**src/rtl/ivc_pkg.sv**
```systemverilog
package ivc_pkg;
  localparam logic [15:0] BASE_NORMAL = 16'hFFC0;
  localparam logic [15:0] BASE_BOOT   = 16'hBFC0;

  typedef enum logic [1:0] {
    CLS_NONE  = 2'd0,
    CLS_TRAP  = 2'd1,
    CLS_NMI   = 2'd2,
    CLS_MASK  = 2'd3
  } sel_class_e;

  // Which vector a peripheral source feeds: a group of shared sources
  // lands on vector 0, the rest take consecutive vectors after it.
  function automatic int src_to_vec(input int src, input int shared);
    return (src < shared) ? 0 : src - shared + 1;
  endfunction

  // Table entry address: base plus two bytes per vector.
  function automatic logic [15:0] vec_addr(input logic boot, input logic [7:0] idx);
    logic [15:0] base;
    base = boot ? BASE_BOOT : BASE_NORMAL;
    return base + {7'd0, idx, 1'b0};
  endfunction
endpackage

```
**src/rtl/ivc_pending.sv**
```systemverilog
module ivc_pending
  import ivc_pkg::*;
#(
  parameter int NUM_SRC   = 12,
  parameter int SHARED    = 4,
  parameter logic [NUM_SRC-1:0] NOEN_MASK = '0,
  parameter int PV        = NUM_SRC - SHARED + 1,
  parameter int NUM_VEC   = PV + 3,
  parameter int IW        = 4
) (
  input  logic               clk,
  input  logic               rst_n,
  input  logic [NUM_SRC-1:0] flag_i,
  input  logic [NUM_SRC-1:0] en_i,
  input  logic               swi_i,
  input  logic               ill_i,
  input  logic               nmi_i,
  input  logic               clr_en_i,
  input  logic [IW-1:0]      clr_idx_i,
  output logic [NUM_VEC-1:0] pend_o
);
  localparam int NMI_IDX = PV;
  localparam int SWI_IDX = PV + 1;
  localparam int ILL_IDX = PV + 2;

  logic [NUM_SRC-1:0] src_act;
  logic [PV-1:0]      set_m;
  logic [PV-1:0]      clr_m;
  logic [NUM_VEC-1:0] pend_q;
  logic [NUM_VEC-1:0] pend_n;

  genvar gs;
  generate
    for (gs = 0; gs < NUM_SRC; gs++) begin : g_src
      if (NOEN_MASK[gs]) begin : g_noen
        assign src_act[gs] = flag_i[gs];
      end else begin : g_en
        assign src_act[gs] = flag_i[gs] & en_i[gs];
      end
    end
  endgenerate

  // Collect the requests of each peripheral vector from all its sources.
  always_comb begin
    set_m = '0;
    for (int v = 0; v < PV; v++) begin
      for (int s = 0; s < NUM_SRC; s++) begin
        if (src_to_vec(s, SHARED) == v) set_m[v] = set_m[v] | src_act[s];
      end
    end
    clr_m = ~set_m;
  end

  function automatic logic event_next(input logic cur, input logic pulse,
                                      input logic clr, input logic [IW-1:0] cidx,
                                      input int me);
    return pulse | (cur & ~(clr && (cidx == IW'(me))));
  endfunction

  always_comb begin
    pend_n = pend_q;
    pend_n[PV-1:0] = (pend_q[PV-1:0] & ~clr_m) | set_m;
    pend_n[NMI_IDX] = event_next(pend_q[NMI_IDX], nmi_i, clr_en_i, clr_idx_i, NMI_IDX);
    pend_n[SWI_IDX] = event_next(pend_q[SWI_IDX], swi_i, clr_en_i, clr_idx_i, SWI_IDX);
    pend_n[ILL_IDX] = event_next(pend_q[ILL_IDX], ill_i, clr_en_i, clr_idx_i, ILL_IDX);
  end

  always_ff @(posedge clk or negedge rst_n) begin
    if (!rst_n) pend_q <= '0;
    else        pend_q <= pend_n;
  end

  assign pend_o = pend_q;
endmodule

```
**src/rtl/ivc_order.sv**
```systemverilog
module ivc_order #(
  parameter int NUM_VEC = 12,
  parameter int IW      = 4
) (
  input  logic                  clk,
  input  logic                  rst_n,
  input  logic                  we_i,
  input  logic [IW-1:0]         slot_i,
  input  logic [IW-1:0]         idx_i,
  output logic [NUM_VEC*IW-1:0] ord_flat_o
);
  logic [IW-1:0] ord_q [NUM_VEC];

  genvar gk;
  generate
    for (gk = 0; gk < NUM_VEC; gk++) begin : g_slot
      always_ff @(posedge clk or negedge rst_n) begin
        if (!rst_n)                              ord_q[gk] <= IW'(gk);
        else if (we_i && (slot_i == IW'(gk)))    ord_q[gk] <= idx_i;
      end
      assign ord_flat_o[gk*IW +: IW] = ord_q[gk];
    end
  endgenerate
endmodule

```
**src/rtl/ivc_select.sv**
```systemverilog
module ivc_select
  import ivc_pkg::*;
#(
  parameter int PV      = 9,
  parameter int NUM_VEC = PV + 3,
  parameter int IW      = 4
) (
  input  logic [NUM_VEC-1:0]    pend_i,
  input  logic [NUM_VEC*IW-1:0] ord_flat_i,
  input  logic                  ccr_i_i,
  input  logic                  ccr_x_i,
  output logic                  sel_ok_o,
  output logic [IW-1:0]         sel_idx_o,
  output sel_class_e            sel_cls_o
);
  localparam int NMI_IDX = PV;
  localparam int SWI_IDX = PV + 1;
  localparam int ILL_IDX = PV + 2;

  logic          mask_hit;
  logic [IW-1:0] mask_idx;

  // Walk the table from the last slot down so the first slot wins.
  always_comb begin
    mask_hit = 1'b0;
    mask_idx = '0;
    for (int k = NUM_VEC - 1; k >= 0; k--) begin
      logic [IW-1:0] cand;
      cand = ord_flat_i[k*IW +: IW];
      if (int'(cand) < PV) begin
        if (pend_i[cand]) begin
          mask_hit = 1'b1;
          mask_idx = cand;
        end
      end
    end
  end

  always_comb begin
    sel_ok_o  = 1'b0;
    sel_idx_o = '0;
    sel_cls_o = CLS_NONE;
    if (pend_i[SWI_IDX]) begin
      sel_ok_o = 1'b1; sel_idx_o = IW'(SWI_IDX); sel_cls_o = CLS_TRAP;
    end else if (pend_i[ILL_IDX]) begin
      sel_ok_o = 1'b1; sel_idx_o = IW'(ILL_IDX); sel_cls_o = CLS_TRAP;
    end else if (pend_i[NMI_IDX] && !ccr_x_i) begin
      sel_ok_o = 1'b1; sel_idx_o = IW'(NMI_IDX); sel_cls_o = CLS_NMI;
    end else if (!ccr_i_i && mask_hit) begin
      sel_ok_o = 1'b1; sel_idx_o = mask_idx; sel_cls_o = CLS_MASK;
    end
  end
endmodule

```
**src/rtl/irq_vector_ctrl.sv**
```systemverilog
module irq_vector_ctrl
  import ivc_pkg::*;
#(
  parameter int NUM_SRC  = 12,
  parameter int SHARED   = 4,
  parameter logic [NUM_SRC-1:0] NOEN_MASK = 12'h800,
  parameter int BUSY_CYC = 14,
  localparam int PV      = NUM_SRC - SHARED + 1,
  localparam int NUM_VEC = PV + 3,
  localparam int IW      = $clog2(NUM_VEC)
) (
  input  logic               clk,
  input  logic               rst_n,
  input  logic [NUM_SRC-1:0] flag_i,
  input  logic [NUM_SRC-1:0] en_i,
  input  logic               swi_i,
  input  logic               ill_i,
  input  logic               nmi_i,
  input  logic               ccr_i_i,
  input  logic               ccr_x_i,
  input  logic               boot_i,
  input  logic               take_i,
  input  logic               ord_we_i,
  input  logic [IW-1:0]      ord_slot_i,
  input  logic [IW-1:0]      ord_idx_i,
  output logic               acc_valid_o,
  output logic [IW-1:0]      acc_idx_o,
  output logic [15:0]        acc_addr_o,
  output logic               set_i_o,
  output logic               set_x_o
);
  localparam int CW = $clog2(BUSY_CYC + 1);

  logic [NUM_VEC-1:0]    pend;
  logic [NUM_VEC*IW-1:0] ord_flat;
  logic                  sel_ok;
  logic [IW-1:0]         sel_idx;
  sel_class_e            sel_cls;
  logic [CW-1:0]         busy_q;
  logic                  take_ok;
  logic                  accept;

  ivc_pending #(
    .NUM_SRC(NUM_SRC), .SHARED(SHARED), .NOEN_MASK(NOEN_MASK),
    .PV(PV), .NUM_VEC(NUM_VEC), .IW(IW)
  ) u_pend (
    .clk(clk), .rst_n(rst_n), .flag_i(flag_i), .en_i(en_i),
    .swi_i(swi_i), .ill_i(ill_i), .nmi_i(nmi_i),
    .clr_en_i(accept), .clr_idx_i(sel_idx), .pend_o(pend)
  );

  ivc_order #(.NUM_VEC(NUM_VEC), .IW(IW)) u_ord (
    .clk(clk), .rst_n(rst_n), .we_i(ord_we_i), .slot_i(ord_slot_i),
    .idx_i(ord_idx_i), .ord_flat_o(ord_flat)
  );

  ivc_select #(.PV(PV), .NUM_VEC(NUM_VEC), .IW(IW)) u_sel (
    .pend_i(pend), .ord_flat_i(ord_flat), .ccr_i_i(ccr_i_i), .ccr_x_i(ccr_x_i),
    .sel_ok_o(sel_ok), .sel_idx_o(sel_idx), .sel_cls_o(sel_cls)
  );

  assign take_ok = take_i && (busy_q == '0);
  assign accept  = take_ok && sel_ok;

  always_ff @(posedge clk or negedge rst_n) begin
    if (!rst_n)          busy_q <= '0;
    else if (accept)     busy_q <= CW'(BUSY_CYC);
    else if (busy_q != 0) busy_q <= busy_q - 1'b1;
  end

  always_ff @(posedge clk or negedge rst_n) begin
    if (!rst_n) begin
      acc_valid_o <= 1'b0;
      acc_idx_o   <= '0;
      acc_addr_o  <= '0;
      set_i_o     <= 1'b0;
      set_x_o     <= 1'b0;
    end else begin
      acc_valid_o <= accept;
      set_x_o     <= accept && (sel_cls == CLS_NMI);
      set_i_o     <= accept && (sel_cls != CLS_NMI);
      if (accept) begin
        acc_idx_o  <= sel_idx;
        acc_addr_o <= vec_addr(boot_i, 8'(sel_idx));
      end
    end
  end
endmodule

```
**config.mk**
```make
export PLATFORM = sky130hd
export DESIGN_NAME = irq_vector_ctrl
export DESIGN_NICKNAME = d
export VERILOG_FILES = /design/src/rtl/ivc_pkg.sv /design/src/rtl/ivc_pending.sv /design/src/rtl/ivc_order.sv /design/src/rtl/ivc_select.sv /design/src/rtl/irq_vector_ctrl.sv
export SDC_FILE = /design/constraint.sdc
export NUM_CORES = 1
export LEC_CHECK = 0
export ABC_CLOCK_PERIOD_IN_PS = 9000
export BUFFER_PORTS_ARGS = -buffer_cell sky130_fd_sc_hd__buf_2
export CAP_MARGIN = 20
export CORE_MARGIN = 4
export CORE_UTILIZATION = 65
export CTS_BUF_LIST = sky130_fd_sc_hd__clkbuf_8
export DETAILED_ROUTE_END_ITERATION = 10
export PLACE_DENSITY = 0.88
export SETUP_SLACK_MARGIN = 0.15
export SLEW_MARGIN = 15
export SYNTH_ARGS = -nofsm -noshare
export SYNTH_HDL_FRONTEND = slang
export SYNTH_HIERARCHICAL = 1
export SYNTH_SLANG_ARGS = --single-unit
```
**constraint.sdc**
```tcl
create_clock -name clk -period 9 [get_ports clk]
set_clock_uncertainty 0.05 [all_clocks]
set_input_delay 1.35 -clock clk [delete_from_list [all_inputs] [get_ports clk]]
set_output_delay 1.35 -clock clk [all_outputs]
set_load 0.005 [all_outputs]
```
---- Yosys cells after proc, flatten, opt, wreduce, memory -nomap -nowiden ----
Index checks and enable logic that the tools add are counted.
storage, ports and cells
  input bits .............................. 42
  output and inout bits ................... 23
  logic and storage cells ................. 202
  bits in registers ....................... 87
operators by class
  bitwise logic cells ..................... 27
  add/subtract/negate cells ............... 2
  reduce and logical (&&, ||, !) cells .... 27
  multiplexer cells ....................... 87
  eq/ne operators ......................... 16
  order comparisons ....................... 24
operators by type and width
  cell                                                 number
  2-to-1 mux 4 bit                                     30
  < comparator 4 x 5 -> 1 bit, second input constant   12
  binary-select mux 1 bit (select 4 bit)               12
  < comparator 4 bit, second input constant            12
  2-to-1 mux 1 bit                                     40
  equality test 4 bit, second input constant           7
  logical AND 1 bit                                    21
  NOT 9 bit                                            2
  adder 16 x 5 -> 16 bit                               1
  equality test 4 x 3 -> 1 bit, second input constant  4
  2-to-1 mux 15 bit                                    1
  AND 1 bit                                            14
  AND 9 bit                                            1
  OR 9 bit                                             1
  equality test 4 x 2 -> 1 bit, second input constant  2
  zero test 4 bit                                      2
  2-to-1 mux 2 bit                                     4
  OR 1 bit                                             6
  equality test 4 x 1 -> 1 bit, second input constant  1
  nonzero test 4 bit                                   1
  subtractor 4 x 1 -> 4 bit, second input constant     1
  NOT 1 bit                                            3
  equality test 2 bit, second input constant           1
  zero test 1 bit                                      2
  other kinds (2)                                      2

---- Depth between registers and ports, before layout ----
Gate-level depths: netlist of run 1.
  word-level depth ........................ 36
  gate-level depth with buffers ........... 12
  gate-level depth less buffers ........... 10

---- Modules after synthesis ----
Netlist of run 1, hierarchy kept.
by module, submodules not included
  module           area each (um^2)  sequential area each (um^2)  times used  cells each
  ivc_order        1889.3            1226.2                       1           119
  ivc_select       1788.0            0.0                          1           220
  irq_vector_ctrl  673.1             325.3                        1           58
  ivc_pending      426.7             300.3                        1           34

---- Least setup slack after synthesis of run 1 ----
Ideal clock, no wire load.
  path kind ............................... register to register
  start point ............................. register u_ord.ord_q, in the netlist u_ord/ord_flat_o[4]
  end point ............................... register u_pend.pend_q[11] (netlist: u_pend/pend_o[11])
  clock period less this slack ............ 3.347 ns
  buffers on the path ..................... 1
  setup slack ............................. 5.653 ns
  data arrival time ....................... 3.215 ns
  stages on the path, launching flop included .. 12
  required time ........................... 8.868 ns
  setup time .............................. 0.082 ns
  cell sequence ........................... dfstp_2 -> mux4_2 -> mux2i_2 -> nor2_2 -> or4b_4 -> o41ai_4 -> nand2_1 -> nand2_1 -> and2b_1 -> buf_6 -> and4b_1 -> a31oi_1
on the way
  word-level cells in the longest chain between the ends .. 16
  elaborated cells on any way between the ends .. 26
  those cells by class .................... 1 x order compare; 1 x eq/ne; 18 x mux; 3 x bitwise; 3 x reduce/logical
ends and longest elaborated chain
  item                                    line                   text
  from (decl)                             ivc_order.sv:12        logic [IW-1:0] ord_q [NUM_VEC];
  from (signal, indexed assignment)       ivc_order.sv:18        if (!rst_n) ord_q[gk] <= IW'(gk);
  from (signal, indexed assignment)       ivc_order.sv:19        else if (we_i && (slot_i == IW'(gk))) ord_q[gk] <= idx_i;
  binary-select mux 1 bit (select 4 bit)  ivc_select.sv:31       if (pend_i[cand]) begin
  2-to-1 mux 1 bit (implied by the code)  ivc_select.sv:31
  2-to-1 mux 1 bit                        ivc_select.sv:31
  2-to-1 mux 1 bit (*)                    ivc_select.sv:30       if (int'(cand) < PV) begin
  2-to-1 mux 1 bit                        ivc_select.sv:31
  2-to-1 mux 1 bit (*)                    ivc_select.sv:30
  logical AND 1 bit (*)                   ivc_select.sv:49       end else if (!ccr_i_i && mask_hit) begin
  2-to-1 mux 1 bit (*)                    ivc_select.sv:49
  [... 3 more ...]                        --
  via sel_ok                              irq_vector_ctrl.sv:36  logic sel_ok;
  logical AND 1 bit (*)                   irq_vector_ctrl.sv:63  assign accept = take_ok && sel_ok;
  via accept                              irq_vector_ctrl.sv:41  logic accept;
  logical AND 1 bit (*)                   ivc_pending.sv:57      return pulse | (cur & ~(clr && (cidx == IW'(me))));
  NOT 1 bit (*)                           ivc_pending.sv:57
  AND 1 bit (*)                           ivc_pending.sv:57
  OR 1 bit (*)                            ivc_pending.sv:57
  via u_pend.pend_n[11]                   ivc_pending.sv:30      logic [NUM_VEC-1:0] pend_n;
  to (signal assigned)                    ivc_pending.sv:70      else pend_q <= pend_n;
  to (decl)                               ivc_pending.sv:29      logic [NUM_VEC-1:0] pend_q;
The timed path passes the listed nets; every way through them passes the cells marked *. The select of a mux whose other input is x is not followed.
A chain may end at the register's enable or synchronous reset.

---- Worst setup path in the final report of run 1 ----
  start point ............................. register u_pend.pend_q[5] (netlist: u_pend/pend_o[5])
  end point ............................... register u_pend.pend_q[11] (netlist: u_pend/pend_o[11])
on the way
  word-level cells in the longest chain between the ends .. 36
  elaborated cells on any way between the ends .. 87
  those cells by class .................... 1 x eq/ne; 80 x mux; 3 x bitwise; 3 x reduce/logical
ends and longest elaborated chain
  item                                    line                   text
  binary-select mux 1 bit (select 4 bit)  ivc_select.sv:31
  2-to-1 mux 1 bit (implied by the code)  ivc_select.sv:31
  2-to-1 mux 1 bit                        ivc_select.sv:31
  2-to-1 mux 1 bit                        ivc_select.sv:30
  2-to-1 mux 1 bit                        ivc_select.sv:31
  2-to-1 mux 1 bit                        ivc_select.sv:30
  2-to-1 mux 1 bit                        ivc_select.sv:31
  2-to-1 mux 1 bit                        ivc_select.sv:30
  [... 22 more ...]                       --
  2-to-1 mux 1 bit (*)                    ivc_select.sv:43       if (pend_i[SWI_IDX]) begin
  via sel_ok                              irq_vector_ctrl.sv:36
  logical AND 1 bit (*)                   irq_vector_ctrl.sv:63
  logical AND 1 bit (*)                   ivc_pending.sv:57
  NOT 1 bit (*)                           ivc_pending.sv:57
  AND 1 bit (*)                           ivc_pending.sv:57
  OR 1 bit (*)                            ivc_pending.sv:57
  via u_pend.pend_n[11]                   ivc_pending.sv:30
Marks and branches as above.

==> out/results.ini, run 1 <==
[clock_tree]
numCtsBuffers=9
ctsHoldBuffers=0
post_cts_buffers=0
cts_resized=0
clockBufferDepth=2
clk_latency_ns=0.37
cts-root-buf=clkbuf_8
cts_tree=yes
cts.htree.levels=3
clock_sinks=73
path_clk_slew_ns=0.09

[placed_design]
dpl-instance-area_um2=5027
gp_congestion=0.9940
hpwl_um=8221
port-buffer-count=61

[sta]
period_minus_slack_ns=3.965
hold_viol=0
rsz0062_at_grt=false
tns_ns=0
setup_viol=0
whs_ns=0.4758
post-route-period-util_pct=44.06
max_freq_mhz=252.2
worst_pin_slew_ns=0.8862
slew_viol_final=0
relSlewSlack_pct=40.92

[logic_synthesis]
syn_avg_cell_area_um2=11.08
synth_area_leaders=dfrtp_1 (28%), mux2_2 (12%), dfstp_2 (11%), mux4_2 (7.1%), mux4_1 (3.9%)
yosys_register_bits=73
synthDistinctLibCells=71
postSynthCellCount=431
synth_xor_area_share_pct=0
synthFlopType=dfrtp_1
synth_top_family_by_area=multiplexers
synth_area_um2=4777
synth_compound_area_share_pct=12.57
synth_edf_count=0
ys_async_sr_fraction_pct=100.0
synthSimpleGateAreaFrac_pct=16.84
synth_top_area_share_pct=27.76
synth-seq-area-share_pct=38.76
synth_top_area_cell=dfrtp_1
synthMuxAreaShare_pct=26.38
yosysWarningCount=6
synth_fa_ha_area_share_pct=0.5238

[route]
dr.pass1.iters=6
wl_per_cell_um=20.70
vias=3865
wl_um=11900
drc=0
viasPerCell=6.722
ant_nets=0
drt_iter0_drc=473

[floorplan]
initial_core_util_pct=68.42
die_area_um2=8785
die_h_um=93.73
die_w_um=93.73
rows=30
core-area_um2=6982
ioPinCount=65

[global_routing]
grt_pass1_vias=3721
grt_pass1_wl_um=18980
grt_max_degree=74
grt-ovfl-total=0
gr-usage-all-layers_pct=28.29
antenna_found_initial=0

[worst_hold_path]
min-delay-start=u_pend/pend_o[9]
min_delay_path_depth=2
worstHoldPathType=flop to flop

[critical_path]
worstPathRequired_ns=9.23
crit_slowest_cell=o41ai_4
end_kind=flop
startpoint_type=flop
cp_cell_sequence=mux4_1 > mux2_2 > nor2b_4 > or4b_4 > o41ai_4 > nand2_1 > nand2_1 > and2b_1 > and4b_1 > a31oi_1
rr_startpoint=u_pend/pend_o[5]
crit_start=u_pend/pend_o[5]
arrival_ns=4.20
worstPathMaxFanout=14
crit_type=flop to flop
crit_top_cell=nand2_1
reg2reg_depth=10
max_stage_delay_ns=0.61

[layout]
final_layout_size_suffix_gt1_share_pct=38.83
antenna_cells=0
area_growth_pct=9.062
fill_cells=487
final_util_pct=74.62
fin_area_um2=5210
nNetsFinal=518

[power]
p_total_mw=1.204
p_leak_nw=2.189
p_per_area_nw_per_um2=231.2
peakVddDrop_uv=135.4

[flow_run]
drv_cap=0

[run_status]
status=finished, final reports clean

==> final timing paths <==
kind | to | slack (ns)
min in group asynchronous | u_ord/ord_flat_o[46] | 1.13
setup / recovery | u_pend/pend_o[11] | 5.03
setup reg to reg | u_pend/pend_o[11] | 5.03
hold reg to reg | u_pend/pend_o[9] | 0.48
max in group asynchronous | u_ord/ord_flat_o[19] | 7.18
hold / removal | u_pend/pend_o[9] | 0.48
==> final cells by class <==
class                      count  area [um^2]  share of cell area [%]
clock buffer                   9        123.9                   2.378
clock inverter                 7        58.81                   1.129
inverter                      12        45.04                  0.8646
multi-input combinational    316         2698                   51.78
sequential                    73         1852                   35.54
tap                           96        120.1                   2.305
timing repair buffer          62        312.8                   6.004
==> worst max-delay path: cells and delay by family, from the launching register on <==
kind            cells  cell delay, ns
mux                 2            0.88
compound gates      2            0.80
simple gates        6            1.57
flops               1            0.59
==> synth_stat cells (8+ instances only) <==
cell type  count
mux2i_1        9
clkbuf_1      12
nand2b_1      12
nor3_1         9
dfstp_2       20
nor2b_1        9
mux2_2        51
buf_4         14
and2_1         8
inv_1         12
nor2_1        30
nand2_1       29
dfrtp_1       53
mux4_2        15
o21ai_0       10
a21oi_1       18
==> sequential cells by signal (all words and copies together) (netlist names) <==
name	count
set_x_o	1
set_i_o	1
u_ord/ord_flat_o	48
u_pend/pend_o	12
busy_q	4
acc_addr_o	3
acc_idx_o	3
acc_valid_o	1
==> power breakdown <==
group          total (mW)  leakage (nW)  internal, mW  switching [mW]
clock               0.246        0.0872         0.104           0.142
sequential          0.522         0.849         0.416           0.106
combinational       0.436          1.25         0.228           0.208
==> cells in the final DEF, fill, tap and decap left out, types with 10 or more instances in the layout <==
master and instances:
nand2_1 29, buf_2 61, o21ai_0 10, dfstp_2 20, mux2_2 51, a21oi_1 18
nor2_1 30, mux4_2 15, inv_1 12, dfrtp_1 53, nand2b_1 12
==> cells by family after synthesis <==
group	Yosys count
DFF	73
AOI/OAI and AO/OA	81
buffers and inverters	43
and+or+nand+nor	144
muxes	87
other	1
adders and majority gates	2
==> stage by stage <==
| step | cells | worst slack [ns] |
|---|---|---|
| detailed placement | 559 | 5.151 |
| floorplan | 432 | 5.653 |
| CTS | 575 | 5.129 |
| global placement | 559 | 5.206 |
| finish | 575 | 5.035 |
| global route | 575 | 4.914 |
==> metal layers <==
layer | wire length [um] | vias up | track usage, %
li1 | - | 1696 | -
met1 | 4744 | 1860 | 37.92
met2 | 5545 | 257 | 42.46
met3 | 1183 | 52 | 7.853
met4 | 427 | 0 | 13.84
met5 | 0 | - | 0
Power figures use the tool's default switching activity.
==> inputs of run 2 (changes only) <==
--- a/config.mk
+++ b/config.mk
@@ -5,14 +5,14 @@
 export SDC_FILE = /design/constraint.sdc
 export NUM_CORES = 1
 export LEC_CHECK = 0
-export ABC_CLOCK_PERIOD_IN_PS = 9000
+export ABC_CLOCK_PERIOD_IN_PS = 3200
 export BUFFER_PORTS_ARGS = -buffer_cell sky130_fd_sc_hd__buf_2
 export CAP_MARGIN = 20
 export CORE_MARGIN = 4
-export CORE_UTILIZATION = 65
+export CORE_UTILIZATION = 54
 export CTS_BUF_LIST = sky130_fd_sc_hd__clkbuf_8
 export DETAILED_ROUTE_END_ITERATION = 10
-export PLACE_DENSITY = 0.88
+export PLACE_DENSITY = 0.78
 export SETUP_SLACK_MARGIN = 0.15
 export SLEW_MARGIN = 15
 export SYNTH_ARGS = -nofsm -noshare
==> constraint.sdc (replaced) <==
create_clock -name clk -period 3.2 [get_ports clk]
set_clock_uncertainty 0.05 [all_clocks]
set_input_delay 0.48 -clock clk [delete_from_list [all_inputs] [get_ports clk]]
set_output_delay 0.48 -clock clk [all_outputs]
set_load 0.005 [all_outputs]
==> out/results.ini, run 2 (synthesized netlist as in run 1, its figures left out) <==
[critical_path]
startpoint_type=flop
worstPathRequired_ns=3.39  ; -5.84 ns
arrival_ns=3.45  ; -0.75 ns
crit_type=flop to flop
worstPathMaxFanout=7  ; -7
end_kind=flop

[layout]
layout_common_cells=buf_2 (61), buf_4 (59), dfrtp_1 (52)
fill_cells=659  ; +35%
final_common_cell=buf_2
final_util_pct=66.81  ; -7.8 points
stdcell_count=651  ; +13%
area_growth_pct=21.37
largest_reg_flops=48  ; unchanged
fin_area_um2=5798  ; +11%
final_layout_size_suffix_gt1_share_pct=48.43  ; +9.6 points
antenna_cells=0  ; unchanged
nNetsFinal=582  ; +12%

[floorplan]
die_w_um=102.1  ; +8.9%
die_area_um2=10420  ; +19%
core-area_um2=8678  ; +24%
initial_core_util_pct=55.05  ; -13 points
rows=34  ; +13%
ioPinCount=65  ; unchanged
die_h_um=102.1  ; +8.9%

[route]
drc=0  ; unchanged
vias=4073  ; +5.4%
drt_iter0_drc=307  ; -35%
ant_nets=0  ; unchanged
wl_per_cell_um=19.61  ; -5.3%
wl_um=12760  ; +7.3%
dr.pass1.iters=5  ; -1
viasPerCell=6.257  ; -6.9%

[power]
p_total_mw=3.667  ; +200%
peakVddDrop_uv=326.2  ; +140%
p_per_area_nw_per_um2=632.4  ; +170%
p_leak_nw=2.520  ; +15%

[global_routing]
grt-ovfl-total=0  ; unchanged
gr-usage-all-layers_pct=24.98  ; -3.3 points
grt_pass1_wl_um=20000  ; +5.4%
grt_pass1_vias=3959  ; +6.4%
grt_max_degree=42  ; -43%
antenna_found_initial=0  ; unchanged

[clock_tree]
clk_latency_ns=0.36  ; about the same
cts_tree=yes
path_clk_slew_ns=0.08  ; about the same
numCtsBuffers=9  ; unchanged
cts.htree.levels=3  ; unchanged
cts-root-buf=clkbuf_8
clockBufferDepth=2  ; unchanged
clock_sinks=73  ; unchanged

[worst_hold_path]
worstHoldPathType=input pin to flop

[sta]
rsz0062_at_grt=true
max_freq_mhz=306.7  ; +22%
slew_viol_final=0  ; unchanged
relSlewSlack_pct=61.32  ; +20 points
period_minus_slack_ns=3.260  ; -0.7049 ns
setup_viol=5  ; +5
hold_viol=0  ; unchanged
fin_ws_ns=-0.06027  ; -5.095 ns
post-route-period-util_pct=101.9  ; +58 points
worst_pin_slew_ns=0.5758  ; -0.3104 ns
tns_ns=-0.1913  ; -0.1913 ns

[run_status]
status=finished, violations left
violations=setup timing

[placed_design]
dp_cells=627  ; +12%
hpwl_um=9615  ; +17%
gp_congestion=0.9686  ; -2.6%
dpl-instance-area_um2=5468  ; +8.8%
port-buffer-count=61  ; unchanged

[flow_run]
drv_cap=0  ; unchanged

## run 2: cell count changes in the layout (fill, tap and decap cells not counted), moves of 2 or more
| cell | previous run | this run |
|---|---|---|
| a21oi_1 | 18 | 16 |
| a21oi_2 | 0 | 2 |
| buf_4 | 1 | 59 |
| buf_6 | 0 | 4 |
| inv_6 | 4 | 1 |
| mux4_1 | 7 | 5 |
| mux4_2 | 15 | 17 |
## run 2: worst max-delay path, stage by stage, from the launching register on
cell,delay (ns)
dfrtp_2,0.48
mux4_2,0.50
mux2_4,0.28
nor2b_4,0.13
or4b_4,0.54
o41ai_4,0.27
buf_4,0.21
buf_4,0.11
or2_1,0.10
o22ai_2,0.09
and4b_1,0.30
a31oi_1,0.09
## run 2: where the power goes
group | internal, mW | leakage [nW] | switching, mW
Clock | 0.360 | 0.0970 | 0.366
Sequential | 1.17 | 0.848 | 0.269
Combinational | 0.822 | 1.57 | 0.680
Total | 2.35 | 2.52 | 1.31
## run 2: cell type report
cell class,count,area [um^2],share of cell area (%)
inverters,12,45.04,0.7769
repair buffers,125,803.3,13.85
clock inverters,7,71.32,1.230
clock buffers,9,123.9,2.136
flip-flops and latches,73,1853,31.96
well taps,108,135.1,2.331
multi-input cells,317,2766,47.71
## run 2: metrics by stage
step	setup WS [ns]	hold WS, ns
detailed placement	-0.08848	0.2919
global placement	-0.08166	0.2862
CTS	-0.03211	0.1608
global route	-0.1195	0.1531
floorplan	0.03973	0.1344
finish	-0.06027	0.1718
## run 2: final timing paths
path	to	cells past startpoint	start	slack, ns
max reg2reg	u_pend/pend_o[11]	11	u_pend/pend_o[7]	-0.06
max in group asynchronous	u_pend/pend_o[7]	3	rst_n	1.88
max	u_pend/pend_o[11]	11	u_pend/pend_o[7]	-0.06
min reg2reg	acc_addr_o[14]	2	acc_addr_o[14]	0.48
min	u_pend/pend_o[8]	1	flag_i[11]	0.17
min in group asynchronous	acc_addr_o[13]	2	rst_n	0.44
## run 2: repair_timing
action	4_1_cts	5_1_grt
buffers inserted	3	3
hold buffers	1	0
hold endpoints to repair	7	0
pin swaps	3	4
gates resized for setup	8	13
cloned	0	1
setup endpoints to repair	11	14
## run 2: routing by layer
layer,GRT usage (%),share of wire (%)
met1,33.98,43
met2,39.38,48
met3,5.119,6.6
met4,9.990,2.1
met5,0,0
==> inputs of run 3 (changes only) <==
--- a/config.mk
+++ b/config.mk
@@ -8,6 +8,7 @@
 export ABC_CLOCK_PERIOD_IN_PS = 3200
 export BUFFER_PORTS_ARGS = -buffer_cell sky130_fd_sc_hd__buf_2
 export CAP_MARGIN = 20
+export CORE_ASPECT_RATIO = 1.25
 export CORE_MARGIN = 4
 export CORE_UTILIZATION = 54
 export CTS_BUF_LIST = sky130_fd_sc_hd__clkbuf_8
==> out/results.ini, run 3 (synthesized netlist as in run 1, its figures left out) <==
[floorplan]
initial_core_util_pct=55.21  ; +0.16 points
die_area_um2=10420  ; about the same
die_w_um=92.13  ; -9.7%
rows=38  ; +12%
die_h_um=113.2  ; +11%
ioPinCount=65  ; unchanged
core-area_um2=8653  ; -0.29%

[route]
drt_iter0_drc=221  ; -28%
wl_per_cell_um=19.87  ; +1.3%
viasPerCell=6.072  ; -2.9%
ant_nets=0  ; unchanged
dr.pass1.iters=7  ; +2
vias=4026  ; -1.2%
drc=0  ; unchanged
wl_um=13170  ; +3.2%

[layout]
antenna_cells=0  ; unchanged
nNetsFinal=582  ; unchanged
fill_cells=722  ; +9.6%
final_common_cell=buf_2
largest_reg_flops=48  ; unchanged
fin_area_um2=5853  ; +0.95%
final_layout_size_suffix_gt1_share_pct=50.09  ; +1.7 points
layout_common_cells=buf_2 (61), buf_4 (58), mux2_2 (50)
area_growth_pct=22.52

[placed_design]
port-buffer-count=61  ; unchanged
pre_cts_ws_ns=-0.06023  ; +0.02825 ns
gp_congestion=0.9988  ; +3.1%
hpwl_um=9657  ; +0.44%
dpl-instance-area_um2=5480  ; +0.23%

[global_routing]
grt_pass1_vias=4155  ; +5.0%
grt_max_degree=43  ; +2.4%
antenna_found_initial=0  ; unchanged
grt-ovfl-total=0  ; unchanged
gr-usage-all-layers_pct=26.54  ; +1.6 points
grt_pass1_wl_um=21350  ; +6.7%

[critical_path]
crit_type=flop to flop
arrival_ns=3.42  ; -0.03 ns
end_kind=flop
worstPathRequired_ns=3.38  ; about the same
startpoint_type=flop
worstPathMaxFanout=6  ; -1

[sta]
post-route-period-util_pct=101.3  ; -0.56 points
whs_ns=0.1320  ; -0.03985 ns
relSlewSlack_pct=50.98  ; -10 points
worst_pin_slew_ns=0.7352  ; +0.1595 ns
slew_viol_final=0  ; unchanged
setup_viol=1  ; -4
hold_viol=0  ; unchanged
max_freq_mhz=308.4  ; +0.55%
tns_ns=-0.04248  ; +0.1489 ns
fin_ws_ns=-0.04248  ; +0.01778 ns
rsz0062_at_grt=true
period_minus_slack_ns=3.242  ; -0.01778 ns

[power]
p_per_area_nw_per_um2=646.9  ; +2.3%
p_leak_nw=2.521  ; about the same
peakVddDrop_uv=427.4  ; +31%
p_total_mw=3.786  ; +3.3%

[flow_run]
drv_cap=0  ; unchanged

[run_status]
violations=setup timing
status=finished, violations left

[clock_tree]
cts-root-buf=clkbuf_8
clock_sinks=73  ; unchanged
numCtsBuffers=9  ; unchanged
cts.htree.levels=3  ; unchanged
clockBufferDepth=2  ; unchanged
path_clk_slew_ns=0.08  ; about the same
clk_latency_ns=0.36  ; about the same
cts_tree=yes

[worst_hold_path]
worstHoldPathType=input pin to async pin

==> run 3: cell count changes in the layout (fill, tap and decap cells not counted), sizes merged <==
cell	before	now
dlygate4sd3	1	0
bufinv	1	2
buf	124	125
clkinvlp	2	1
==> run 3: power by group <==
group          internal, mW  switching, mW
sequential             1.17          0.260
combinational         0.852          0.715
clock                 0.438          0.349
total                  2.46           1.32
==> run 3: path summary, 6_finish.rpt <==
path	slack [ns]	startpoint	cells past startpoint	endpoint
max	-0.04	u_pend/pend_o[4]	11	u_pend/pend_o[10]
min	0.13	rst_n	1	u_ord/ord_flat_o[37]
max reg2reg	-0.04	u_pend/pend_o[4]	11	u_pend/pend_o[10]
min reg2reg	0.47	acc_addr_o[14]	2	acc_addr_o[14]
max in group asynchronous	2.24	rst_n	2	u_ord/ord_flat_o[26]
min in group clk	0.18	flag_i[11]	1	u_pend/pend_o[8]
==> run 3: what timing repair did <==
item                                    in CTS  in global routing
hold buffers                                 0                  0
resized for setup                           19                 12
pin swaps                                    5                  3
gates cloned                                 0                  1
setup buffers                                6                  3
endpoints found under the setup margin      12                 10
==> run 3: final cells by class <==
type                       count  area, um^2  share of cell area [%]
inverter                      12       45.04                  0.7696
clock inverter                 7       93.84                   1.603
multi-input combinational    317        2765                   47.24
timing repair buffer         125       817.0                   13.96
sequential                    73        1858                   31.74
clock buffer                   9       123.9                   2.116
tap                          120       150.1                   2.565
==> run 3: worst max-delay path, cell delays in order (launching register included) <==
cell and delay (ns):
dfrtp_2 0.47, mux4_2 0.47, mux2_4 0.29, nor2b_4 0.14, or4b_4 0.54, o41ai_4 0.26
buf_4 0.21, a221oi_2 0.08, o31a_1 0.16, buf_4 0.15, nor3b_2 0.17, a41oi_1 0.13
==> run 3: layer usage <==
metal	up-vias	routed length [um]	track usage, %
li1	1819	-	-
met1	1992	5444	34.76
met2	172	6643	43.81
met3	43	658	4.455
met4	0	427	11.00
met5	-	0	0
==> run 3: metrics by stage <==
| step | cells | utilization (%) |
|---|---|---|
| CTS | 659 | 66.73 |
| floorplan | 432 | - |
| detailed placement | 637 | 63.33 |
| global route | 663 | 67.64 |
| global placement | 637 | 63.33 |
| finish | 663 | 67.64 |
